$ cat src/rtl/ibi_pkg.sv
package ibi_pkg;
    typedef enum logic [2:0] {
        KIND_INT    = 3'd0,
        KIND_LOAD   = 3'd1,
        KIND_STORE  = 3'd2,
        KIND_BRANCH = 3'd3,
        KIND_FP     = 3'd4
    } op_kind_e;

    typedef enum logic [1:0] {
        ST_IDLE   = 2'd0,
        ST_HELD   = 2'd1,
        ST_PASSED = 2'd2
    } slot_state_e;

    localparam int NUM_FP_SRC = 2;
endpackage

$ cat src/rtl/ibi_scoreboard.sv
module ibi_scoreboard #(
    parameter int REG_W = 5
) (
    input  logic             clk,
    input  logic             rst_n,
    input  logic             load,
    input  logic [REG_W-1:0] in_dst,
    input  logic [REG_W-1:0] in_src_a,
    input  logic [REG_W-1:0] in_src_b,
    output logic [REG_W-1:0] held_dst,
    output logic [REG_W-1:0] held_src_a,
    output logic [REG_W-1:0] held_src_b
);
    always_ff @(posedge clk or negedge rst_n) begin
        if (!rst_n) begin
            held_dst   <= '0;
            held_src_a <= '0;
            held_src_b <= '0;
        end else if (load) begin
            held_dst   <= in_dst;
            held_src_a <= in_src_a;
            held_src_b <= in_src_b;
        end
    end
endmodule

$ cat src/rtl/ibi_hazard.sv
module ibi_hazard
    import ibi_pkg::*;
#(
    parameter int REG_W = 5
) (
    input  logic [REG_W-1:0] held_dst,
    input  logic [REG_W-1:0] held_src_a,
    input  logic [REG_W-1:0] held_src_b,
    input  logic [REG_W-1:0] y_src_a,
    input  logic [REG_W-1:0] y_src_b,
    input  logic [REG_W-1:0] y_dst,
    output logic             conflict
);
    logic [NUM_FP_SRC-1:0] raw_hit;
    logic [NUM_FP_SRC-1:0] war_hit;
    logic [REG_W-1:0]      y_src   [NUM_FP_SRC];
    logic [REG_W-1:0]      h_src   [NUM_FP_SRC];
    logic                  waw_hit;

    assign y_src[0] = y_src_a;
    assign y_src[1] = y_src_b;
    assign h_src[0] = held_src_a;
    assign h_src[1] = held_src_b;

    for (genvar i = 0; i < NUM_FP_SRC; i++) begin : g_cmp
        assign raw_hit[i] = (y_src[i] == held_dst);
        assign war_hit[i] = (y_dst == h_src[i]);
    end

    assign waw_hit  = (y_dst == held_dst);
    assign conflict = (|raw_hit) || (|war_hit) || waw_hit;
endmodule

$ cat src/rtl/ibi_ctrl.sv
module ibi_ctrl
    import ibi_pkg::*;
(
    input  logic clk,
    input  logic rst_n,
    input  logic fp_issue,
    input  logic fp_done,
    input  logic fp_exc,
    input  logic y_valid,
    input  logic y_is_int,
    input  logic conflict,
    output logic grant,
    output logic stall,
    output logic slot_free,
    output logic slot_busy,
    output logic load,
    output logic exc_pulse
);
    slot_state_e state_q, state_d;
    logic        exc_d;

    always_ff @(posedge clk or negedge rst_n) begin
        if (!rst_n) begin
            state_q   <= ST_IDLE;
            exc_pulse <= 1'b0;
        end else begin
            state_q   <= state_d;
            exc_pulse <= exc_d;
        end
    end

    always_comb begin
        state_d   = state_q;
        grant     = 1'b0;
        load      = 1'b0;
        exc_d     = 1'b0;
        slot_free = 1'b0;
        unique case (state_q)
            ST_IDLE: begin
                slot_free = 1'b1;
                grant     = y_valid && !fp_issue;
                if (fp_issue) begin
                    load    = 1'b1;
                    state_d = ST_HELD;
                end
            end
            ST_HELD: begin
                grant = y_valid && y_is_int && !conflict;
                if (fp_done) begin
                    state_d = ST_IDLE;
                    exc_d   = fp_exc && grant;
                end else if (grant) begin
                    state_d = ST_PASSED;
                end
            end
            ST_PASSED: begin
                grant = y_valid && y_is_int && !conflict;
                if (fp_done) begin
                    state_d = ST_IDLE;
                    exc_d   = fp_exc;
                end
            end
            default: state_d = ST_IDLE;
        endcase
    end

    assign stall     = y_valid && !grant;
    assign slot_busy = (state_q != ST_IDLE);
endmodule

$ cat src/rtl/indep_bypass_issue.sv
module indep_bypass_issue
    import ibi_pkg::*;
#(
    parameter int REG_W = 5
) (
    input  logic             clk,
    input  logic             rst_n,
    input  logic             fp_issue,
    input  logic [REG_W-1:0] fp_dst,
    input  logic [REG_W-1:0] fp_src_a,
    input  logic [REG_W-1:0] fp_src_b,
    output logic             fp_ready,
    input  logic             fp_done,
    input  logic             fp_exc,
    input  logic             yng_valid,
    input  logic [2:0]       yng_kind,
    input  logic [REG_W-1:0] yng_src_a,
    input  logic [REG_W-1:0] yng_src_b,
    input  logic [REG_W-1:0] yng_dst,
    output logic             yng_grant,
    output logic             yng_stall,
    output logic             sb_busy,
    output logic [REG_W-1:0] sb_dst,
    output logic             exc_after_pass
);
    logic             load;
    logic             conflict;
    logic             is_int;
    logic [REG_W-1:0] h_src_a;
    logic [REG_W-1:0] h_src_b;

    assign is_int = (yng_kind == KIND_INT);

    ibi_scoreboard #(.REG_W(REG_W)) u_sb (
        .clk        (clk),
        .rst_n      (rst_n),
        .load       (load),
        .in_dst     (fp_dst),
        .in_src_a   (fp_src_a),
        .in_src_b   (fp_src_b),
        .held_dst   (sb_dst),
        .held_src_a (h_src_a),
        .held_src_b (h_src_b)
    );

    ibi_hazard #(.REG_W(REG_W)) u_haz (
        .held_dst   (sb_dst),
        .held_src_a (h_src_a),
        .held_src_b (h_src_b),
        .y_src_a    (yng_src_a),
        .y_src_b    (yng_src_b),
        .y_dst      (yng_dst),
        .conflict   (conflict)
    );

    ibi_ctrl u_ctrl (
        .clk       (clk),
        .rst_n     (rst_n),
        .fp_issue  (fp_issue),
        .fp_done   (fp_done),
        .fp_exc    (fp_exc),
        .y_valid   (yng_valid),
        .y_is_int  (is_int),
        .conflict  (conflict),
        .grant     (yng_grant),
        .stall     (yng_stall),
        .slot_free (fp_ready),
        .slot_busy (sb_busy),
        .load      (load),
        .exc_pulse (exc_after_pass)
    );
endmodule

$ cat config.mk
export PLATFORM = sky130hd
export DESIGN_NAME = indep_bypass_issue
export DESIGN_NICKNAME = d
export VERILOG_FILES = /design/src/rtl/ibi_pkg.sv /design/src/rtl/ibi_scoreboard.sv /design/src/rtl/ibi_hazard.sv /design/src/rtl/ibi_ctrl.sv /design/src/rtl/indep_bypass_issue.sv
export SDC_FILE = /design/constraint.sdc
export NUM_CORES = 1
export LEC_CHECK = 0
export ABC_AREA = 1
export BUFFER_PORTS_ARGS = -buffer_cell sky130_fd_sc_hd__buf_2
export CAP_MARGIN = 20
export CORE_MARGIN = 4
export CORE_UTILIZATION = 40
export DETAILED_ROUTE_END_ITERATION = 8
export PLACE_DENSITY = 0.79
export SETUP_SLACK_MARGIN = 0.05
export SYNTH_ARGS = -nofsm -noshare
export SYNTH_HDL_FRONTEND = slang
export SYNTH_SLANG_ARGS = --single-unit
$ cat constraint.sdc
create_clock -name clk -period 1.75 [get_ports clk]
set_clock_uncertainty 0.1 [all_clocks]
set_input_delay 0.2625 -clock clk [delete_from_list [all_inputs] [get_ports clk]]
set_output_delay 0.2625 -clock clk [all_outputs]
set_load 0.02 [all_outputs]
# == Yosys cells after proc, flatten, opt, wreduce, memory -nomap -nowiden ==
# Index checks and enable logic that the tools add are counted.
# totals
register_bits,18
out_inout_bits,10
# classes
eq_ne,10
n_mux,12
n_reduce_logical,17
# op_table
op,count
equality test 5 bit,5
2-to-1 mux 2 bit,4
case mux 2 bit (3 select lines),1
OR reduction 2 bit,3
logical AND 1 bit,5
2-to-1 mux 1 bit,5
"!= test 2 bit, second input constant",2
case mux 1 bit (2 select lines),2
logical NOT 1 bit,3
logical NOT 3 bit,1
"!= test 3 x 2 -> 1 bit, second input constant",1
AND reduction 3 bit,1
"equality test 2 x 1 -> 1 bit, second input constant",1
"equality test 2 bit, second input constant",1
logical NOT 2 bit,1
logical OR 1 bit,2
nonzero test 2 bit,1

# == Longest topological paths before layout ==
# Gate-level depths: netlist of the first run.
# logic_depth
ltp_word,9
mapped_depth,12
depth_no_buf,12

# == Modules after synthesis ==
# Synthesis of the first run repeated with hierarchy kept, for this count alone.
# unflattened
cells_unflattened,188
area_unflattened_um2,1272.5
# by_module_without_submodules
module,n_inst,cells_per_inst,area_each_um2
ibi_scoreboard,1,64,608.1
ibi_hazard,1,81,386.6
ibi_ctrl,1,39,260.2
indep_bypass_issue,1,4,17.5

# == Worst setup path before layout of the first run ==
# OpenSTA, ideal clock, no wires.
# synth_timing
kind,register to output
start,register u_ctrl.state_q[0]
end,output yng_grant
t_arrival_ps,1450
t_required_ps,1387
slack_ps,-63
stages_incl_launch_ff,7
cell_sequence,dfrtp_1 > inv_1 > ha_1 > inv_2 > nor2_1 > nand2_1 > a21oi_1
# synth_via
elab_chain_cells,3
# synth_rtl
element,line,text
from (decl),ibi_ctrl.sv:19,"slot_state_e state_q, state_d;"
from (signal assigned),ibi_ctrl.sv:27,state_q <= state_d;
equality test 2 x 1 -> 1 bit / equality test 2 bit (equally long branches),ibi_ctrl.sv:38,unique case (state_q)
OR reduction 2 bit (no line),n/a,
case mux 1 bit (2 select lines) (*),ibi_ctrl.sv:38,
to (decl),indep_bypass_issue.sv:20,"output logic yng_grant,"
# Mark *: on every way between the ends. The rest lies on a longest branch, timed or not.

# == Final worst setup path of the first run ==
# layout_timing
start,register u_sb.held_dst[4]
end,output yng_stall
# layout_via
elab_chain_cells,9
# layout_rtl
element,line,text
from (decl),ibi_scoreboard.sv:10,"output logic [REG_W-1:0] held_dst,"
from (signal assigned),ibi_scoreboard.sv:20,held_dst <= in_dst;
equality test 5 bit,ibi_hazard.sv:26,assign raw_hit[i] = (y_src[i] == held_dst);
OR reduction 2 bit,ibi_hazard.sv:31,assign conflict = (|raw_hit) || (|war_hit) || waw_hit;
logical OR 1 bit,ibi_hazard.sv:31,
logical OR 1 bit (*),ibi_hazard.sv:31,
logical NOT 1 bit (*),"ibi_ctrl.sv:48, ibi_ctrl.sv:57",
logical AND 1 bit (*),"ibi_ctrl.sv:48, ibi_ctrl.sv:57",
case mux 1 bit (2 select lines) (*),ibi_ctrl.sv:38,
logical NOT 1 bit (*),ibi_ctrl.sv:67,assign stall = y_valid && !grant;
logical AND 1 bit (*),ibi_ctrl.sv:67,
to (decl),indep_bypass_issue.sv:21,"output logic yng_stall,"
# Marks and branches as above.

==> results.sh, run 1 <==
export IMPL_run_status="finished with violations"
export IMPL_violations="setup timing"
export IMPL_core_rowCount=19
export IMPL_fin_total_pwr_w=0.00232
export IMPL_max_slew_margin_pct=72.1
export IMPL_cts_root_to_sink_buffers=2
export IMPL_postSynthRegisterBits=18
export IMPL_path_clk_slew_ps=110
export IMPL_critical_path_class="reg -> out"
export IMPL_postSynthNetCount=217
export IMPL_slew_violations=0
export IMPL_postPlaceCellArea_um2=1520
export IMPL_synth_avg_cell_area_um2=7.01
export IMPL_power_density_nw_per_um2=1420
export IMPL_worst_ir_drop_vdd_mv=0.627
export IMPL_tritoncts="done"
export IMPL_rsz_0062_raised_after_global_routing="true"
export IMPL_worst_slack_ps=-336
export IMPL_netlist_top_cells_area="dfrtp_1 (37%), nand2_1 (15%), nor2_1 (7.7%), inv_1 (7.4%), xnor2_1 (5.7%)"
export IMPL_numCtsBuffers=3
export IMPL_die_height_um=63.2
export IMPL_cpMaxStageDelayCell="dfrtp_2"
export IMPL_htree_levels=1
export IMPL_cp_start_kind="register"
export IMPL_register_area_um2=455
export IMPL_worstHoldPathType="in -> reg"
export IMPL_post_drt_via_cell_ratio=4.71
export IMPL_globalRouteTotalUtil_pct=15.1
export IMPL_crit_fanout=3
export IMPL_dp_worst_setup_slack_ps=6.87
export IMPL_dieArea_um2=4000
export IMPL_io_buffers=48
export IMPL_post_route_clock_period_utilization_pct=119
export IMPL_category_of_the_worst_setup_path_capture_point="primary output"
export IMPL_crit_path_max_incr_delay_ps=440
export IMPL_synthToLayoutAreaGrowth_pct=34.3
export IMPL_floorplan_initialDensity_pct=43.1
export IMPL_synth_cell_types=19
export IMPL_initial_antenna_violation_count=0
export IMPL_fill_cells=282
export IMPL_synth_largest_type_area_fraction_pct=36.9
export IMPL_final_setup_viols=2
export IMPL_detailedRoute_firstPassIterationCount=4
export IMPL_routedWlPerCell_um=11.1
export IMPL_die_width_um=63.2
export IMPL_dr_total_vias=1238
export IMPL_grt_pass1_wl_um=4910
export IMPL_n_antenna_cell=0
export IMPL_ys_seq_area_share_pct=36.9
export IMPL_boundaryPins=49
export IMPL_finalNetCount=276
export IMPL_maxcap_viol_count=0
export IMPL_netlist_top_cell_by_area="dfrtp_1"
export IMPL_layout_cell_area_excl_fill_um2=1640
export IMPL_static_leakage_power_nw=0.917
export IMPL_synth_yosys_warnings=0
export IMPL_fmax_mhz=479
export IMPL_area_occupied_by_multi_input_gates_um2=679
export IMPL_worstPathArrival_ps=1720
export IMPL_detail_route_iter0_violations=90
export IMPL_grt_max_degree=19
export IMPL_post_route_cells_drive_above_1_share_pct=36.6
export IMPL_clockRootBuffer="clkbuf_4"
export IMPL_period_needed_ps=2090
export IMPL_insertion_delay_ps=300
export IMPL_clkSinkCount=18
export IMPL_gpl_final_weighted_congestion=0.850
export IMPL_syn_instance_count=174
export IMPL_timing_hold_violations_final=0
export IMPL_place_detailed_hpwl_um=2310
export IMPL_grt_overflow_total=0
export IMPL_syn_area_um2=1220
export IMPL_cp_required_ps=1390
export IMPL_drtAntennaViolNets=0
export IMPL_via_count_of_the_first_global_routing_pass=1137
export IMPL_crit_path_cells="buf_6, xnor2_1, nand3_1, nand2_1, nor2_2, nand3_2, nand2_1, a21oi_2, buf_6"
export IMPL_routed_wl_um=2910
export IMPL_worst_pin_slew_ps=418
export IMPL_drc=0
export IMPL_fp_coreArea_um2=2830
-- report_power, final --
part           leakage [nW]  internal (W)  switching [W]  total (W)
clock network        0.0210      0.000127       0.000134   0.000261
registers             0.203      0.000614       0.000171   0.000785
logic                 0.692      0.000556       0.000716    0.00127
-- registers in the layout, summed over array words and instances, names as in the netlist --
| register | flops |
|---|---|
| u_sb.held_src_b | 5 |
| u_sb.held_dst | 5 |
| u_sb.held_src_a | 5 |
| u_ctrl.exc_pulse | 1 |
| u_ctrl.state_q | 2 |
-- stage by stage --
step	setup TNS, ps	util [%]	hold WS [ps]	instances
after floorplan	0	-	-133	174
after global placement	0	53.6	119	253
after detailed placement	0	53.6	122	253
after CTS	-548	56.6	64.8	261
after global routing	-869	57.9	64.9	263
final	-625	57.9	74.3	263
-- critical path, delay by kind of cell (launching register included) --
kind,cells,cell delay [ps]
flip-flops,1,440
AO/OA/AOI/OAI,1,150
AND/OR/NAND/NOR,5,390
XOR/XNOR,1,190
buffers and inverters,2,260
-- cells in the mapped netlist (all sizes together) --
cell,instances
a21oi,13
clkbuf,2
dfrtp,18
ha,4
inv,30
mux2,5
nand2,51
nand3,8
nand4,1
nor2,29
nor4,1
o21ai,3
o22ai,1
xnor2,8
-- path summary, 6_finish.rpt --
check,slack [ps],startpoint,endpoint,cells after the start
max,-340,u_sb.held_dst[4]$_DFFE_PN0P_,yng_stall,9
min,70,fp_src_b[4],u_sb.held_src_b[4]$_DFFE_PN0P_,2
max reg2reg,140,u_sb.held_dst[4]$_DFFE_PN0P_,u_ctrl.state_q[1]$_DFFE_PN0P_,11
min reg2reg,420,u_ctrl.state_q[1]$_DFFE_PN0P_,u_ctrl.state_q[1]$_DFFE_PN0P_,2
max in group asynchronous,910,rst_n,u_sb.held_dst[2]$_DFFE_PN0P_,2
min in group asynchronous,320,rst_n,u_sb.held_dst[4]$_DFFE_PN0P_,2
-- cell usage in the layout (no fill, tap or decap), types with 5 or more instances in the layout --
cell / n
a21oi_1: 11
nand3_1: 6
nor2_1: 24
buf_4: 7
xnor2_1: 8
mux2_1: 5
dfrtp_1: 14
nand2_1: 47
inv_2: 7
buf_2: 46
inv_1: 23
-- metal layers --
layer	track usage [%]	vias up	part of all wire [%]
met3	4.44	4	6.2
met5	0	-	0
met4	2.96	0	0.93
met2	25.3	40	49
li1	-	649	-
met1	19.3	545	43
-- logic make-up (layout without fill, tap and decap cells) --
logic type	Yosys count	after routing	share of synthesized area (%)
muxes	5	5	4.62
adders and majority gates	4	4	4.10
buffers and inverters	32	90	9.85
DFF	18	18	36.9
AOI/OAI and AO/OA	17	17	7.08
and+or+nand+nor	90	90	31.7
xor gates and xnor gates	8	8	5.74
-- area by class of cell --
type	count	area share, %
Timing Repair Buffer	56	19.3
Tap cell	31	2.37
Sequential cell	18	27.8
Clock buffer	4	2.22
Inverter	30	6.88
Multi-Input combinational cell	124	41.5
-- timing repair --
| item | CTS | global route |
|---|---|---|
| pin swaps | 3 | 4 |
| hold buffers | 1 | 0 |
| endpoints found under the setup margin | 2 | 17 |
| resized for setup | 6 | 6 |
| setup buffers | 3 | 2 |
| hold endpoints to repair | 18 | 0 |
Note: power is estimated with default switching activity, not from simulation.
==> inputs of run 2 (changes only) <==
--- a/config.mk
+++ b/config.mk
@@ -16,3 +16,4 @@
 export SYNTH_ARGS = -nofsm -noshare
 export SYNTH_HDL_FRONTEND = slang
 export SYNTH_SLANG_ARGS = --single-unit
+export TNS_END_PERCENT = 5
==> run 2 against run 1 <==
Compared with the run above:
- the run still ends with setup timing left
- clock power hardly changed
- non-clock buffer count shrank 1
- final cell count down 0.38%
- global-route usage did not move
- critical path depth stayed put
- design area down 1.2%
- wire length is 1.7% lower
- register-to-register slack about the same
- worst hold slack hardly changed
- total power is 1.9% lower
- critical path type unchanged
- largest power group unchanged
==> results.sh, run 2 (synthesized netlist as in run 1, its figures left out) <==
export IMPL_sequentialPowerShare_pct=34.6
export IMPL_dr_total_vias=1233
export IMPL_clkPwrFrac_pct=11.6
export IMPL_die_height_um=63.2
export IMPL_layout_cell_area_excl_fill_um2=1620
export IMPL_insertion_delay_ps=300
export IMPL_synthToLayoutAreaGrowth_pct=32.6
export IMPL_post_route_clock_period_utilization_pct=119
export IMPL_fin_cells=262
export IMPL_finalNetCount=275
export IMPL_dp_worst_setup_slack_ps=6.87
export IMPL_boundaryPins=49
export IMPL_die_width_um=63.2
export IMPL_clockRootBuffer="clkbuf_4"
export IMPL_period_needed_ps=2070
export IMPL_final_setup_viols=2
export IMPL_worstHoldPathType="in -> reg"
export IMPL_max_slew_margin_pct=72.3
export IMPL_floorplan_initialDensity_pct=43.1
export IMPL_routedWlPerCell_um=10.9
export IMPL_cp_start_kind="register"
export IMPL_htree_levels=1
export IMPL_clkSinkCount=18
export IMPL_worst_slack_ps=-324
export IMPL_run_status="finished with violations"
export IMPL_routed_wl_um=2860
export IMPL_crit_fanout=3
export IMPL_worst_ir_drop_vdd_mv=0.618
export IMPL_fin_total_pwr_w=0.00227
export IMPL_detailedRoute_firstPassIterationCount=5
export IMPL_worstPathArrival_ps=1710
export IMPL_final_cell_mix="nand2_1 (48), buf_2 (46), nor2_1 (24), inv_1 (23), dfrtp_1 (14)"
export IMPL_globalRouteTotalUtil_pct=15.1
export IMPL_detail_route_iter0_violations=74
export IMPL_grt_overflow_total=0
export IMPL_n_antenna_cell=0
export IMPL_fmax_mhz=482
export IMPL_fp_coreArea_um2=2830
export IMPL_io_buffers=48
export IMPL_grt_max_degree=19
export IMPL_slew_violations=0
export IMPL_post_drt_via_cell_ratio=4.71
export IMPL_core_rowCount=19
export IMPL_cp_required_ps=1390
export IMPL_dieArea_um2=4000
export IMPL_path_clk_slew_ps=110
export IMPL_placed_cells=253
export IMPL_combinationalPowerShare_pct=53.9
export IMPL_static_leakage_power_nw=0.909
export IMPL_fill_cells=285
export IMPL_rsz_0062_raised_after_global_routing="true"
export IMPL_internal_power_w=0.00127
export IMPL_initial_antenna_violation_count=0
export IMPL_cts_root_to_sink_buffers=2
export IMPL_violations="setup timing"
export IMPL_swShare_pct=44.3
export IMPL_tritoncts="done"
export IMPL_utilization_pct=57.2
export IMPL_grt_pass1_wl_um=4910
export IMPL_numCtsBuffers=3
export IMPL_drc=0
export IMPL_worst_pin_slew_ps=416
export IMPL_category_of_the_worst_setup_path_capture_point="primary output"
export IMPL_power_switching_w=0.00101
export IMPL_maxcap_viol_count=0
export IMPL_timing_hold_violations_final=0
export IMPL_gpl_final_weighted_congestion=0.850
export IMPL_reg_top3="u_sb.held_dst: 5 flops, u_sb.held_src_a: 5 flops, u_sb.held_src_b: 5 flops"
export IMPL_leading_cell_type_in_the_layout_fill_and_taps_excluded="nand2_1"
export IMPL_via_count_of_the_first_global_routing_pass=1137
export IMPL_critical_path_class="reg -> out"
export IMPL_place_detailed_hpwl_um=2310
export IMPL_postPlaceCellArea_um2=1520
export IMPL_power_density_nw_per_um2=1410
export IMPL_post_route_cells_drive_above_1_share_pct=35.9
export IMPL_drtAntennaViolNets=0
run 2: final timing paths:
kind | start | depth (start not counted) | to | slack, ps
min | fp_src_b[1] | 2 | u_sb.held_src_b[1]$_DFFE_PN0P_ | 70
max in group asynchronous | rst_n | 2 | u_sb.held_dst[2]$_DFFE_PN0P_ | 910
min in group asynchronous | rst_n | 2 | u_sb.held_dst[4]$_DFFE_PN0P_ | 310
max | u_sb.held_dst[4]$_DFFE_PN0P_ | 9 | yng_stall | -320
max reg2reg | u_sb.held_dst[4]$_DFFE_PN0P_ | 11 | u_ctrl.state_q[1]$_DFFE_PN0P_ | 150
min reg2reg | u_sb.held_src_b[1]$_DFFE_PN0P_ | 1 | u_sb.held_src_b[1]$_DFFE_PN0P_ | 430
run 2: area by class of cell:
type | count | area, um^2 | area share, %
clock buffer | 4 | 36.3 | 2.24
timing repair buffer | 55 | 308 | 19.0
tap | 31 | 38.8 | 2.40
inverter | 30 | 113 | 6.96
multi-input combinational | 124 | 667 | 41.2
sequential | 18 | 455 | 28.2
run 2: critical path, stage by stage, from the launching register on:
cell	delay, ps
dfrtp_2	440
buf_6	130
xnor2_1	190
nand3_1	110
nand2_1	80
nor2_2	50
nand3_2	80
nand2_1	60
a21oi_2	150
buf_6	130
run 2: power by group through the flow:
stage                     Combinational (W)  Clock [W]  Sequential (W)
after floorplan                    0.000773          0        0.000831
after global placement              0.00112          0        0.000786
after detailed placement            0.00114          0        0.000797
after CTS                           0.00121   0.000270        0.000782
after global routing                0.00139   0.000286        0.000818
final                               0.00123   0.000263        0.000786
run 2: timing repair:
action                                  in CTS  in global routing
setup buffers                                3                  1
hold endpoints to repair                    18                  0
pin swaps                                    3                  4
cloned                                       0                  0
hold buffers                                 1                  0
gates resized for setup                      6                  4
endpoints found under the setup margin       2                 17
run 2: per-layer routing:
| metal | vias up | share of wire [%] | track usage (%) | wire (um) |
|---|---|---|---|---|
| met5 | - | 0 | 0 | 0 |
| met4 | 0 | 1.1 | 2.96 | 32 |
| met3 | 8 | 6.9 | 4.44 | 197 |
| met2 | 44 | 48 | 25.3 | 1390 |
| met1 | 536 | 43 | 19.3 | 1240 |
| li1 | 645 | - | - | - |
run 2: stage by stage:
step	hold slack, ps	TNS [ps]
3_3_place_gp	119	0
6_report	74.0	-611
2_1_floorplan	-133	0
5_1_grt	64.9	-829
3_5_place_dp	122	0
4_1_cts	64.8	-548
==> inputs of run 3 (changes only) <==
--- a/config.mk
+++ b/config.mk
@@ -5,13 +5,12 @@
 export SDC_FILE = /design/constraint.sdc
 export NUM_CORES = 1
 export LEC_CHECK = 0
-export ABC_AREA = 1
 export BUFFER_PORTS_ARGS = -buffer_cell sky130_fd_sc_hd__buf_2
 export CAP_MARGIN = 20
 export CORE_MARGIN = 4
 export CORE_UTILIZATION = 40
 export DETAILED_ROUTE_END_ITERATION = 8
-export PLACE_DENSITY = 0.79
+export PLACE_DENSITY = 0.8
 export SETUP_SLACK_MARGIN = 0.05
 export SYNTH_ARGS = -nofsm -noshare
 export SYNTH_HDL_FRONTEND = slang
==> run 3 against run 2 <==
Compared with the run above:
- the flow still finishes with violations (setup timing)
- synthesized cell count is 44% lower
- sequential cell count unchanged
- via count shrank 22%
- core utilization grew 2.3 points
- largest cell class unchanged
==> results.sh, run 3 <==
export IMPL_n_antenna_cell=0
export IMPL_via_count_of_the_first_global_routing_pass=1067
export IMPL_synth_avg_cell_area_um2=11.3
export IMPL_dieArea_um2=3680
export IMPL_routed_wl_um=2740
export IMPL_static_leakage_power_nw=0.725
export IMPL_detail_route_iter0_violations=32
export IMPL_grt_pass1_wl_um=4500
export IMPL_clkSinkCount=18
export IMPL_final_cell_mix="buf_2 (46), mux2_2 (15), xor2_1 (14), dfrtp_1 (14), xnor2_1 (11)"
export IMPL_rrSetupSlack_ps=20
export IMPL_hold_worst_slack_ps=96.1
export IMPL_area_occupied_by_multi_input_gates_um2=666
export IMPL_htree_levels=1
export IMPL_die_width_um=60.7
export IMPL_syn_area_um2=1110
export IMPL_power_switching_w=0.000843
export IMPL_cpMaxStageDelayCell="dfrtp_1"
export IMPL_register_area_um2=455
export IMPL_path_clk_slew_ps=100
export IMPL_cts_root_to_sink_buffers=2
export IMPL_swShare_pct=39.1
export IMPL_gpl_final_weighted_congestion=0.894
export IMPL_insertion_delay_ps=290
export IMPL_period_needed_ps=2180
export IMPL_worstPathArrival_ps=1820
export IMPL_tritoncts="done"
export IMPL_crit_path_cells="xor2_1, nor3_2, nand3_1, nand4_1, a311oi_2, a32o_2, buf_6"
export IMPL_routedWlPerCell_um=14.5
export IMPL_netlist_top_cell_by_area="dfrtp_1"
export IMPL_detailedRoute_firstPassIterationCount=4
export IMPL_fill_cells=228
export IMPL_fp_coreArea_um2=2570
export IMPL_synth_edff_count=0
export IMPL_reg_top3="u_sb.held_dst: 5 flops, u_sb.held_src_a: 5 flops, u_sb.held_src_b: 5 flops"
export IMPL_maxcap_viol_count=0
export IMPL_synth_cell_types=26
export IMPL_clockRootBuffer="clkbuf_4"
export IMPL_drc=0
export IMPL_postSynthNetCount=141
export IMPL_crit_family="compound AO/OA/AOI/OAI gates"
export IMPL_worstHoldPathType="in -> reg"
export IMPL_numCtsBuffers=3
export IMPL_synth_top_cells_by_count="dfrtp_1 (18), mux2_2 (15), xor2_1 (14)"
export IMPL_max_slew_margin_pct=73.7
export IMPL_synth_yosys_warnings=0
export IMPL_worst_pin_slew_ps=394
export IMPL_crit_path_max_incr_delay_ps=410
export IMPL_critical_path_class="reg -> out"
export IMPL_synthToLayoutAreaGrowth_pct=37.5
export IMPL_boundaryPins=49
export IMPL_sequentialPowerShare_pct=37.8
export IMPL_timing_critical_path_buf_inv=1
export IMPL_grt_max_degree=19
export IMPL_synth_largest_type_area_fraction_pct=40.6
export IMPL_rsz_0062_raised_after_global_routing="true"
export IMPL_netlist_top_cells_area="dfrtp_1 (41%), mux2_2 (15%), xor2_1 (11%), xnor2_1 (8.7%), ha_1 (4.5%)"
export IMPL_power_density_nw_per_um2=1410
export IMPL_drtAntennaViolNets=0
export IMPL_die_height_um=60.7
export IMPL_fmax_mhz=459
export IMPL_finalNetCount=203
export IMPL_dr_total_vias=963
export IMPL_synth_main_ff_cell="dfrtp_1"
export IMPL_ys_seq_area_share_pct=40.6
export IMPL_final_setup_tns_ps=-799
export IMPL_run_status="finished with violations"
export IMPL_postPlaceCellArea_um2=1450
export IMPL_syn_instance_count=98
export IMPL_floorplan_initialDensity_pct=43.2
export IMPL_leading_cell_type_in_the_layout_fill_and_taps_excluded="buf_2"
export IMPL_dp_worst_setup_slack_ps=-123
export IMPL_postSynthRegisterBits=18
export IMPL_violations="setup timing"
export IMPL_post_route_cells_drive_above_1_share_pct=53.5
export IMPL_synth_async_sr_flop_share_pct=100
export IMPL_globalRouteTotalUtil_pct=16.3
export IMPL_internal_power_w=0.00132
export IMPL_grt_overflow_total=0
export IMPL_worst_ir_drop_vdd_mv=1.01
export IMPL_timing_hold_violations_final=0
export IMPL_combinationalPowerShare_pct=52.5
export IMPL_slew_violations=0
export IMPL_worst_slack_ps=-428
export IMPL_final_setup_viols=2
export IMPL_clkPwrFrac_pct=9.8
export IMPL_cp_required_ps=1390
export IMPL_post_route_clock_period_utilization_pct=124
export IMPL_post_drt_via_cell_ratio=5.10
export IMPL_fin_total_pwr_w=0.00216
export IMPL_core_rowCount=18
export IMPL_crit_fanout=3
export IMPL_io_buffers=48
export IMPL_category_of_the_worst_setup_path_capture_point="primary output"
export IMPL_cp_start_kind="register"
export IMPL_yosys_cell_count_top_type="dfrtp_1"
export IMPL_layout_cell_area_excl_fill_um2=1530
export IMPL_initial_antenna_violation_count=0
export IMPL_place_detailed_hpwl_um=2210
run 3: changes by cell type in the layout (fill, tap and decap cells not counted), sizes merged, moves of 2 or more:
cell	previous run	this run
nor2b	0	2
inv	30	4
nand2	51	1
a21oi	13	1
mux2	5	15
xor2	0	14
nand3	8	5
buf	54	57
nor3	0	5
nor2	29	3
xnor2	8	11
run 3: metrics by stage:
stage | cells | util, %
final | 189 | 59.5
after CTS | 189 | 58.8
after global placement | 183 | 56.5
after detailed placement | 183 | 56.5
after global routing | 189 | 59.5
after floorplan | 98 | -
run 3: final timing paths:
| check | from | to | depth (start not counted) |
|---|---|---|---|
| max in group asynchronous | rst_n | u_sb.held_dst[4]$_DFFE_PN0P_ | 2 |
| worst min register to register | u_sb.held_src_b[1]$_DFFE_PN0P_ | u_sb.held_src_b[1]$_DFFE_PN0P_ | 1 |
| worst max register to register | u_sb.held_src_a[4]$_DFFE_PN0P_ | u_ctrl.state_q[0]$_DFFE_PN0P_ | 7 |
| min in group asynchronous | rst_n | u_sb.held_src_a[4]$_DFFE_PN0P_ | 2 |
| worst min-delay path | fp_dst[3] | u_sb.held_dst[3]$_DFFE_PN0P_ | 2 |
| worst max-delay path | u_sb.held_src_a[4]$_DFFE_PN0P_ | yng_grant | 7 |
run 3: per-layer routing:
metal  track usage, %  vias to the layer above  wire length [um]
met5                0                        -                 0
met4             5.57                        0                16
met3             3.40                        2               199
met2             29.0                       34              1430
met1             19.5                      460              1100
li1                 -                      467                 -
run 3: kinds of logic after synthesis:
kind of cell	count (synthesis)	synth area share, %
AO/OA/AOI/OAI	11	7.89
XOR/XNOR	25	19.7
AND/OR/NAND/NOR	19	9.47
flip-flops	18	40.6
adder cells (fa/ha/maj)	4	4.51
buffers and inverters	5	1.69
multiplexers	16	16.1
run 3: timing repair:
action	CTS	global route
endpoints found under the hold margin	18	0
setup endpoints to repair	6	6
pin swaps	4	1
buffers inserted	1	0
gates resized for setup	4	3
hold buffers	1	0
run 3: cell type report:
class                      count  area share, %
timing repair buffer          58           21.4
multi-input combinational     75           43.6
sequential                    18           29.8
tap                           30           2.46
clock buffer                   4           1.72
inverter                       4          0.984
run 3: power groups by stage:
stage / Combinational [W] / Sequential (W) / Clock (W)
floorplan: 0.000649 / 0.000862 / 0
global placement: 0.00101 / 0.000813 / 0
detailed placement: 0.00106 / 0.000824 / 0
CTS: 0.00110 / 0.000814 / 0.000222
global route: 0.00124 / 0.000842 / 0.000244
finish: 0.00113 / 0.000815 / 0.000211
